**config.mk**
```make
export PLATFORM = sky130hd
export DESIGN_NAME = sample_streamer
export DESIGN_NICKNAME = d
export VERILOG_FILES = /design/src/rtl/sample_streamer.sv
export SDC_FILE = /design/constraint.sdc
export NUM_CORES = 1
export LEC_CHECK = 0
export BUFFER_PORTS_ARGS = -buffer_cell sky130_fd_sc_hd__buf_2
export CORE_UTILIZATION = 36
export CTS_CLUSTER_DIAMETER = 120
export DETAILED_ROUTE_END_ITERATION = 7
export MAX_ROUTING_LAYER = met4
export PLACE_DENSITY = 0.68
export SETUP_SLACK_MARGIN = 0.4
export SYNTH_ARGS = -nofsm -noshare
export SYNTH_HDL_FRONTEND = slang
export SYNTH_SLANG_ARGS = --single-unit
```
**constraint.sdc**
```tcl
create_clock -name clk -period 5.7 [get_ports clk]
set_input_delay 0.285 -clock clk [delete_from_list [all_inputs] [get_ports clk]]
set_output_delay 0.285 -clock clk [all_outputs]
set_load 0.02 [all_outputs]
```
**src/rtl/sample_streamer.sv**
```systemverilog
module sample_streamer #(
  parameter int NCH = 8,
  parameter int SW  = 16,
  parameter int CW  = 32
) (
  input  logic              clk,
  input  logic              rst_n,
  input  logic              start,
  input  logic              clear,
  input  logic              finite_mode,
  input  logic              packed_mode,
  input  logic [CW-1:0]     tick_period,
  input  logic [CW-1:0]     scan_limit,
  input  logic [NCH*SW-1:0] samples,
  output logic [2*SW-1:0]   fifo_data,
  output logic              fifo_valid,
  input  logic              fifo_full,
  output logic              overflow,
  output logic              running,
  output logic [CW-1:0]     scan_count
);
  localparam int IW = $clog2(NCH);
  localparam logic [IW-1:0] LAST_U = IW'(NCH - 1);
  localparam logic [IW-1:0] LAST_P = IW'(NCH / 2 - 1);

  logic [CW-1:0]     cnt;
  logic [NCH*SW-1:0] snap;
  logic [IW-1:0]     idx;
  logic              busy, pk, fin;
  logic [SW-1:0]     lo;

  wire tick  = running && (cnt == '0);
  wire go    = start && !running && !overflow;
  wire acc   = busy && !fifo_full;
  wire last  = (idx == (pk ? LAST_P : LAST_U));
  wire done  = acc && last;
  wire fault = (busy && fifo_full) || (tick && busy);

  assign lo         = snap[int'(idx)*SW +: SW];
  assign fifo_data  = pk ? snap[int'(idx[IW-2:0])*2*SW +: 2*SW] : {{SW{lo[SW-1]}}, lo};
  assign fifo_valid = busy;

  always_ff @(posedge clk) begin
    if (!rst_n) begin
      cnt        <= '0;
      snap       <= '0;
      idx        <= '0;
      busy       <= 1'b0;
      pk         <= 1'b0;
      fin        <= 1'b0;
      overflow   <= 1'b0;
      running    <= 1'b0;
      scan_count <= '0;
    end else begin
      if (clear) overflow <= 1'b0;
      if (go) begin
        running    <= 1'b1;
        pk         <= packed_mode;
        fin        <= finite_mode;
        scan_count <= '0;
        cnt        <= tick_period - 1'b1;
      end else if (running) begin
        cnt <= tick ? tick_period - 1'b1 : cnt - 1'b1;
      end
      if (done) begin
        busy       <= 1'b0;
        idx        <= '0;
        scan_count <= scan_count + 1'b1;
        if (fin && (scan_count + 1'b1 >= scan_limit)) running <= 1'b0;
      end else if (acc) begin
        idx <= idx + 1'b1;
      end
      if (tick && !busy) begin
        busy <= 1'b1;
        idx  <= '0;
        snap <= samples;
      end
      if (fault) begin
        overflow <= 1'b1;
        running  <= 1'b0;
        busy     <= 1'b0;
        idx      <= '0;
      end
    end
  end

  assert_quiet_R1: assert property (@(posedge clk) disable iff (!rst_n)
    fifo_valid |-> running);
  assert_full_fatal_R6: assert property (@(posedge clk) disable iff (!rst_n)
    fifo_valid && fifo_full |=> overflow && !running && !fifo_valid);
  assert_sticky_R7: assert property (@(posedge clk) disable iff (!rst_n)
    overflow && !clear |=> overflow);
  assert_locked_R7: assert property (@(posedge clk) disable iff (!rst_n)
    overflow |-> !running);
  assert_overrun_R8: assert property (@(posedge clk) disable iff (!rst_n)
    tick && busy |=> overflow);
  assert_count_zero_R10: assert property (@(posedge clk) disable iff (!rst_n)
    $rose(running) |-> scan_count == '0);
endmodule

```
==> results of run 1 <==
## worst reg2reg max path, delay by kind of cell (launching register included)
kind,cells,cell delay (ns)
adder cells (fa/ha/maj),1,0.20
flip-flops,1,0.33
buffers and inverters,2,0.61
AO/OA/AOI/OAI,1,0.08
AND/OR/NAND/NOR,5,2.61
## metrics by stage
step	hold slack [ns]	setup WS (ns)	util	total power [uW]
6_report	0.0687	1.74	0.440	3140
2_1_floorplan	0.412	2.26	-	1710
4_1_cts	0.0574	1.76	0.438	3150
3_5_place_dp	0.456	1.78	0.418	1850
5_1_grt	0.0630	1.51	0.440	3250
3_3_place_gp	0.448	1.87	0.418	1840
## cells by family (layout without fill, tap and decap cells)
family                   after synthesis  in the layout  synth area share
flip-flops                           200            200             0.339
AO/OA/AOI/OAI                        349            349             0.170
other                                  0             23                 0
multiplexers                          68             68             0.125
XOR/XNOR                              61             61            0.0452
buffers and inverters                148            350            0.0531
AND/OR/NAND/NOR                      607            607             0.230
adder cells (fa/ha/maj)               36             36            0.0381
## layout make-up
type,count,area share
inverters,41,0.0111
repair buffers,277,0.102
well taps,435,0.0387
multi-input cells,1121,0.513
diodes,23,0.00410
flip-flops and latches,200,0.285
clock buffers,17,0.0303
clock inverters,15,0.0154
## power by group through the flow
stage | sequential, uW | clock [uW] | combinational [uW]
global placement | 1490 | 0 | 351
detailed placement | 1490 | 0 | 356
CTS | 1460 | 1330 | 358
finish | 1460 | 1310 | 362
floorplan | 1480 | 0 | 226
global route | 1470 | 1390 | 401
## routing by layer
metal | up-vias | global-route usage | part of all wire
met5 | - | - | 0
met4 | 0 | 0.0893 | 0.021
met3 | 49 | 0.0635 | 0.097
met2 | 481 | 0.317 | 0.44
met1 | 5520 | 0.302 | 0.44
li1 | 5620 | - | -
## placed cells by master, fill, tap and decap left out, types with 11 or more instances in the layout
master,count
nand2_1,356
nand3_1,28
mux4_2,64
buf_2,265
inv_1,40
nor4_1,15
xnor2_1,25
or4_1,13
xor2_1,36
o21ai_0,52
dfxtp_1,198
nor3_1,39
nor2_1,67
a21o_1,24
or3_1,20
diode_2,23
clkbuf_16,17
a21oi_1,203
ha_1,36
buf_4,11
nand4_1,16
a22oi_1,16
## cells in the mapped netlist, types with 5 or more instances
master,n
mux4_2,64
nand3_1,28
nor2_1,69
xnor2_1,25
and2_1,6
nor2b_1,7
and3_1,7
or2_2,5
o21ai_0,52
inv_1,41
clkbuf_1,75
o21ai_1,5
or3_1,20
nand2b_1,7
buf_2,10
o211ai_1,6
a311oi_1,5
a21oi_1,203
nor4_1,15
nor3_1,39
xor2_1,36
buf_1,9
a31oi_1,7
ha_1,36
and4_1,5
buf_4,10
or4_1,13
o211a_1,7
nand2_1,356
nand4_1,16
dfxtp_1,200
a22oi_1,16
a21o_1,24
## flip-flops by register name (all words and copies together) (netlist names), 3 cells and up
register,flops
snap,128
cnt,32
scan_count,32
idx,3
## final timing paths
| check | slack [ns] | to |
|---|---|---|
| min reg2reg | 0.47 | cnt[14]$_SDFFE_PN0P_ |
| max | 1.74 | snap[117]$_SDFFE_PN0P_ |
| min | 0.07 | snap[13]$_SDFFE_PN0P_ |
| max reg2reg | 1.74 | snap[117]$_SDFFE_PN0P_ |
==> results by group, run 1 <==
Die
  • Die span in y: 183 um
  • Initial Util: 0.370
  • Die span in x: 183 um
  • Cell Rows: 65
  • Die area: 33600 um2
  • # IOs: 266
  • Core Area: approximately 32000 um2

Global routing
  • GRT Total Usage: 0.225
  • Global-route wire length before repair: ~57 mm
  • Overflow after GRT: 0
  • Vias in the first global route: 10510
  • Largest net degree at the start of global routing: 76
  • Antenna violations before repair: 24

Power
  • Sequential share of power: 0.466
  • Gate power share: 0.115
  • PwrDens: 223 nW/um2
  • Clock Power Share: 0.419
  • Int Power: 2200 uW
  • Static Leak: about 0.0057 uW
  • NetSw: 939 uW
  • Sw Ratio: 0.299
  • Worst IR Drop VDD: 196 uV

STA
  • Setup violators final: 0
  • Worst-margin pin slew: 1.15 ns
  • Max Clock Skew: roughly 0.019 ns
  • Final-report max-slew violation count: 0
  • RSZ-0062 raised after global routing: false
  • Fin crit share: 0.695
  • Fin Setup TNS: 0 ns
  • Min Tclk post-route: 3.96 ns
  • Slew HR: 0.234
  • Fmax: 0.252 GHz
  • Final Hold Fails: 0

Setup path
  • Slowest-stage cell, CP: nor4_1
  • Crit path DAT: ~4.3 ns
  • Crit Path Class: flip-flop to flip-flop
  • CP cell instances: inv_1 -> ha_1 -> or4b_4 -> or4b_1 -> nor4_1 -> nand2b_4 -> buf_4 -> nand2_1 -> a21oi_1
  • CP max FO: 72
  • CP max stage delay: about 0.69 ns
  • CP Data Required Time: 6.01 ns
  • Worst Setup End Kind: flip-flop
  • Crit path buffers/inverters: 2
  • R2R cell count: 9
  • CP Launch Point: cnt[0]$_SDFFE_PN0P_
  • Critical path startpoint category: flip-flop
  • Family with the most delay on the worst path: simple AND/OR/NAND/NOR gates
  • Crit path depth: 9
  • RR Startpoint: cnt[0]$_SDFFE_PN0P_

Synth
  • Seq/Total Area, Yosys: 0.339
  • Syn Std Cell Area: 11800 um2
  • Ranking of synthesized cells by area: dfxtp_1 (34%), mux4_2 (12%), nand2_1 (11%)
  • Post-synth EDFFs: 0
  • FF+latch count, synth: 200
  • Post-synth top flop: dfxtp_1
  • Syn_area_per_cell: between 8 and 9 um2
  • Post-synthesis cell type count: 58
  • YS warnings: 0
  • Post-synth top area cell: dfxtp_1
  • Synth Instances: around 1500
  • Syn_nets: 1704
  • Asr flop ratio synth: 0
  • Area share of the largest cell type after synthesis: 0.339

Route
  • WL/cell: 17.9 um
  • Initial DRC count: 1149
  • Via count: 11670
  • Drt pass-1 iters: 7
  • Final WL: 38.1 mm
  • Vias per cell: 5.48
  • Residual DRC: 1
  • Antenna Nets Post-Route: 0

Cells and area
  • Synth-to-layout area growth: 18.8%
  • Sequential cell area: 4010 um2
  • Non-Filler Instances: 2129
  • Share of cells above drive strength 1: 0.233
  • Final Cell Area: between 10000 and 15000 um2
  • Layout fillers: 3197
  • Area of the multi-input gates: roughly 7000 um2
  • Nets: 1893

Min path
  • Hold path startpoint: samples[13]
  • Min-Delay Path Class: input port to flip-flop
  • WHS Path Cells: 3

CTS
  • CTS H-tree depth: 4
  • Sink Count: 200
  • CTS resizes: 0
  • Clock Latency Late Sink: approximately 0.44 ns
  • Clock transition at the registers of the reported paths: 0.10 ns
  • Longest Clk Path Bufs: 2
  • Number of buffers inserted by hold repair at cts: 0
  • TritonCTS clock tree: yes
  • CTS Buf Count: 17
  • Post-CTS Repair Setup Buffers: 0
  • Clk root buf: clkbuf_16

Placed design
  • Post-DP Area: between 10000 and 15000 um2
  • Routability cong.: 0.931
  • Hpwl dp: 27.7 mm
  • # port buffers: between 200 and 300
  • Placed insts: slightly above 2000

Run
  • Max cap viols: 0

Outcome
  • Status: complete, but fails checks
  • Failing checks: design-rule violations
Note: power is estimated with default switching activity, not from simulation.
==> inputs of run 2 (changes only) <==
--- a/config.mk
+++ b/config.mk
@@ -5,12 +5,13 @@
 export SDC_FILE = /design/constraint.sdc
 export NUM_CORES = 1
 export LEC_CHECK = 0
+export ABC_AREA = 1
 export BUFFER_PORTS_ARGS = -buffer_cell sky130_fd_sc_hd__buf_2
 export CORE_UTILIZATION = 36
 export CTS_CLUSTER_DIAMETER = 120
 export DETAILED_ROUTE_END_ITERATION = 7
 export MAX_ROUTING_LAYER = met4
-export PLACE_DENSITY = 0.68
+export PLACE_DENSITY = 0.67
 export SETUP_SLACK_MARGIN = 0.4
 export SYNTH_ARGS = -nofsm -noshare
 export SYNTH_HDL_FRONTEND = slang
==> constraint.sdc (replaced) <==
create_clock -name clk -period 4.11 [get_ports clk]
set_input_delay 0.2055 -clock clk [delete_from_list [all_inputs] [get_ports clk]]
set_output_delay 0.2055 -clock clk [all_outputs]
set_load 0.02 [all_outputs]
==> results by group, run 2 <==
Cells and area
  • Non-Filler Instances: 2644 (+24%)
  • Highest-count cells in the layout ignoring fill and taps: nand2_1 (374), inv_1 (273), buf_2 (264)
  • Top flop regs: snap (128), cnt (32), scan_count (32)
  • Share of cells above drive strength 1: 0.159 (-0.0739)
  • Max reg flops: 128 (unchanged)
  • Finished Core Util: 0.431 (-0.00823)
  • Top reg by flops: snap
  • Synth-to-layout area growth: 17.7%
  • Sequential cell area: 4010 um2 (about the same)
  • Most common cell after layout, fill and taps aside: nand2_1
  • Nets: 2398 (+27%)
  • Layout fillers: 3670 (+15%)
  • Area of the multi-input gates: 7160 um2 (-0.73%)

STA
  • Min Tclk post-route: approximately 3.1 ns
  • Final Hold Fails: 0 (unchanged)
  • Slew HR: 0.372 (+0.138)
  • Fin crit share: 0.762
  • Setup violators final: 0 (unchanged)
  • Max Clock Skew: 0.0143 ns (-0.00440 ns)
  • RSZ-0062 raised after global routing: false
  • Fmax: 0.319 GHz
  • Final-report max-slew violation count: 0 (unchanged)
  • Worst-margin pin slew: 0.942 ns (-0.207 ns)
  • Fin Setup TNS: 0 ns (unchanged)

Power
  • Worst IR Drop VDD: 226 uV (+15%)
  • Static Leak: 0.00646 uW (+14%)
  • PwrDens: 303 nW/um2 (+36%)

Synth
  • FF+latch count, synth: 200 (unchanged)
  • Post-synth top flop: dfxtp_1
  • YS warnings: 0 (unchanged)
  • Cell with the most instances after synthesis: nand2_1
  • Synth Instances: 1969 (+34%)
  • Asr flop ratio synth: 0 (unchanged)
  • Post-synthesis cell type count: 41 (-29%)
  • Synth top cells by count: nand2_1 (374), inv_1 (275), a21oi_1 (236), dfxtp_1 (200), nor2_1 (185)
  • Syn_nets: 2204 (+29%)
  • Area share of the largest cell type after synthesis: 0.315 (-0.0232)
  • Syn_area_per_cell: 6.45 um2 (-20%)
  • Syn Std Cell Area: 12700 um2 (+7.4%)
  • Ranking of synthesized cells by area: dfxtp_1 (32%), nand2_1 (11%), a21oi_1 (9.3%)
  • Post-synth top area cell: dfxtp_1
  • Seq/Total Area, Yosys: 0.315 (-0.0232)
  • Post-synth EDFFs: 0 (unchanged)

Route
  • Residual DRC: 0 (-1)
  • Initial DRC count: 1159 (+0.87%)
  • Final WL: 43.0 mm (+13%)
  • Antenna Nets Post-Route: 0 (unchanged)
  • Vias per cell: 5.10 (-6.9%)
  • Via count: 13494 (+16%)
  • WL/cell: 16.3 um (-9.0%)
  • Drt pass-1 iters: 6 (-1)

Die
  • Die span in x: 190 um (+3.6%)
  • # IOs: 266 (unchanged)
  • Core Area: 34600 um2 (+8.3%)
  • Initial Util: 0.367 (-0.00333)
  • Cell Rows: 68 (+4.6%)
  • Die area: 36000 um2 (+7.3%)
  • Die span in y: 190 um (+3.6%)

CTS
  • Clk root buf: clkbuf_16
  • Post-CTS Repair Setup Buffers: 0 (unchanged)
  • CTS Buf Count: 17 (unchanged)
  • CTS resizes: 0 (unchanged)
  • CTS H-tree depth: 4 (unchanged)
  • Longest Clk Path Bufs: 2 (unchanged)
  • Clock transition at the registers of the reported paths: 0.08 ns (-0.02 ns)
  • Number of buffers inserted by hold repair at cts: 0 (unchanged)
  • TritonCTS clock tree: yes
  • Clock Latency Late Sink: 0.45 ns (about the same)
  • Sink Count: 200 (unchanged)

Setup path
  • Critical path startpoint category: flip-flop
  • Reg2reg end: running$_SDFF_PP0_
  • R2R cell count: 16 (+7)
  • RR Startpoint: scan_count[2]$_SDFFE_PN0P_
  • Reg-to-reg slack, setup: 1.04 ns (-0.70 ns)
  • Most frequent CP cell: nand2_1
  • Slowest-stage cell, CP: dfxtp_1
  • CP max stage delay: 0.46 ns (-0.23 ns)
  • Crit path buffers/inverters: 3 (+1)
  • Crit path DAT: 2.93 ns (-1.34 ns)
  • CP Data Required Time: 3.90 ns (-2.11 ns)
  • Crit Path Class: flip-flop to primary output
  • CP cell instances: buf_4 -> inv_2 -> o211ai_1 -> nand3_1 -> nand2_1 -> nand2_1 -> o31ai_1 -> buf_2
  • CP max FO: 35 (-51%)
  • Family with the most delay on the worst path: buffers and inverters
  • Worst Setup End Kind: primary output

Placed design
  • # port buffers: 265 (unchanged)
  • Routability cong.: 0.942 (+1.2%)
  • Placed insts: 2599 (+25%)
  • Hpwl dp: 33.0 mm (+19%)

Global routing
  • Overflow after GRT: 0 (unchanged)
  • Global-route wire length before repair: 66.7 mm (+16%)
  • GRT Total Usage: 0.243 (+0.0173)
  • Largest net degree at the start of global routing: 104 (+37%)
  • Vias in the first global route: 12342 (+17%)
  • Antenna violations before repair: 12 (-50%)

Min path
  • Hold path startpoint: samples[4]
  • Worst Hold End: snap[4]$_SDFFE_PN0P_
  • WHS Path Cells: 3 (unchanged)
  • Min-Delay Path Class: input port to flip-flop

Outcome
  • Status: complete, no violations

Run
  • Max cap viols: 0 (unchanged)
run 2: layout make-up:
class                      count  share of cell area
antenna                       13             0.00218
clock buffer                  18              0.0287
clock inverter                14              0.0137
inverter                     281              0.0707
multi-input combinational   1381               0.479
sequential                   200               0.268
tap                          455              0.0381
timing repair buffer         282              0.0992
run 2: worst max-delay path by stage:
| stage | startpoint | endpoint | slack [ns] | cells after the start |
|---|---|---|---|---|
| 2_1_floorplan | scan_count[0]$_SDFFE_PN0P_ | running$_SDFF_PP0_ | 1.54 | 16 |
| 3_3_place_gp | scan_count[3]$_SDFFE_PN0P_ | running$_SDFF_PP0_ | 1.26 | 15 |
| 3_5_place_dp | scan_count[2]$_SDFFE_PN0P_ | running$_SDFF_PP0_ | 1.12 | 16 |
| 4_1_cts | idx[1]$_SDFFE_PP0P_ | fifo_data[16] | 1.03 | 8 |
| 5_1_grt | scan_count[2]$_SDFFE_PN0P_ | running$_SDFF_PP0_ | 0.75 | 16 |
| 6_report | idx[1]$_SDFFE_PP0P_ | fifo_data[16] | 0.98 | 8 |
run 2: cells by family (layout without fill, tap and decap cells):
group | after synthesis | count (layout) | synth area share
simple gates | 714 | 714 | 0.235
compound gates | 564 | 564 | 0.247
buf+inv | 388 | 595 | 0.121
flops | 200 | 200 | 0.315
xor+xnor | 67 | 67 | 0.0462
fa+ha+maj | 36 | 36 | 0.0355
other cells | 0 | 13 | 0
run 2: power breakdown:
part,internal [uW],total (uW),switching (uW)
Sequential,1980,2040,54.1
Combinational,248,672,425
Clock,941,1810,872
run 2: worst reg2reg max path, cell delays in order, from the launching register on:
cell,delay [ns]
dfxtp_1,0.42
nand2_1,0.13
nor2_4,0.15
nand3_2,0.18
nor2_4,0.22
nand2_1,0.19
nor2_1,0.17
xor2_1,0.15
inv_1,0.07
ha_1,0.29
nand2_1,0.06
nor2_1,0.10
nand2_1,0.09
nor4_1,0.32
nand3_1,0.12
nand3_1,0.21
a21oi_1,0.09
run 2: per-layer routing:
layer,up-vias,share of wire,GRT usage
met2,490,0.42,0.339
li1,6876,-,-
met5,-,0,-
met3,57,0.062,0.0404
met4,0,0.029,0.0968
met1,6071,0.49,0.343
run 2: through the flow:
| step | cell area [um2] | power, uW | hold slack [ns] | worst slack (ns) |
|---|---|---|---|---|
| floorplan | 12700 | 2510 | 0.379 | 1.54 |
| global placement | 14300 | 2740 | 0.434 | 1.26 |
| detailed placement | 14300 | 2750 | 0.438 | 1.12 |
| CTS | 14900 | 4560 | 0.00205 | 1.03 |
| global route | 14900 | 4720 | 0.0108 | 0.755 |
| finish | 14900 | 4520 | 0.0229 | 0.976 |
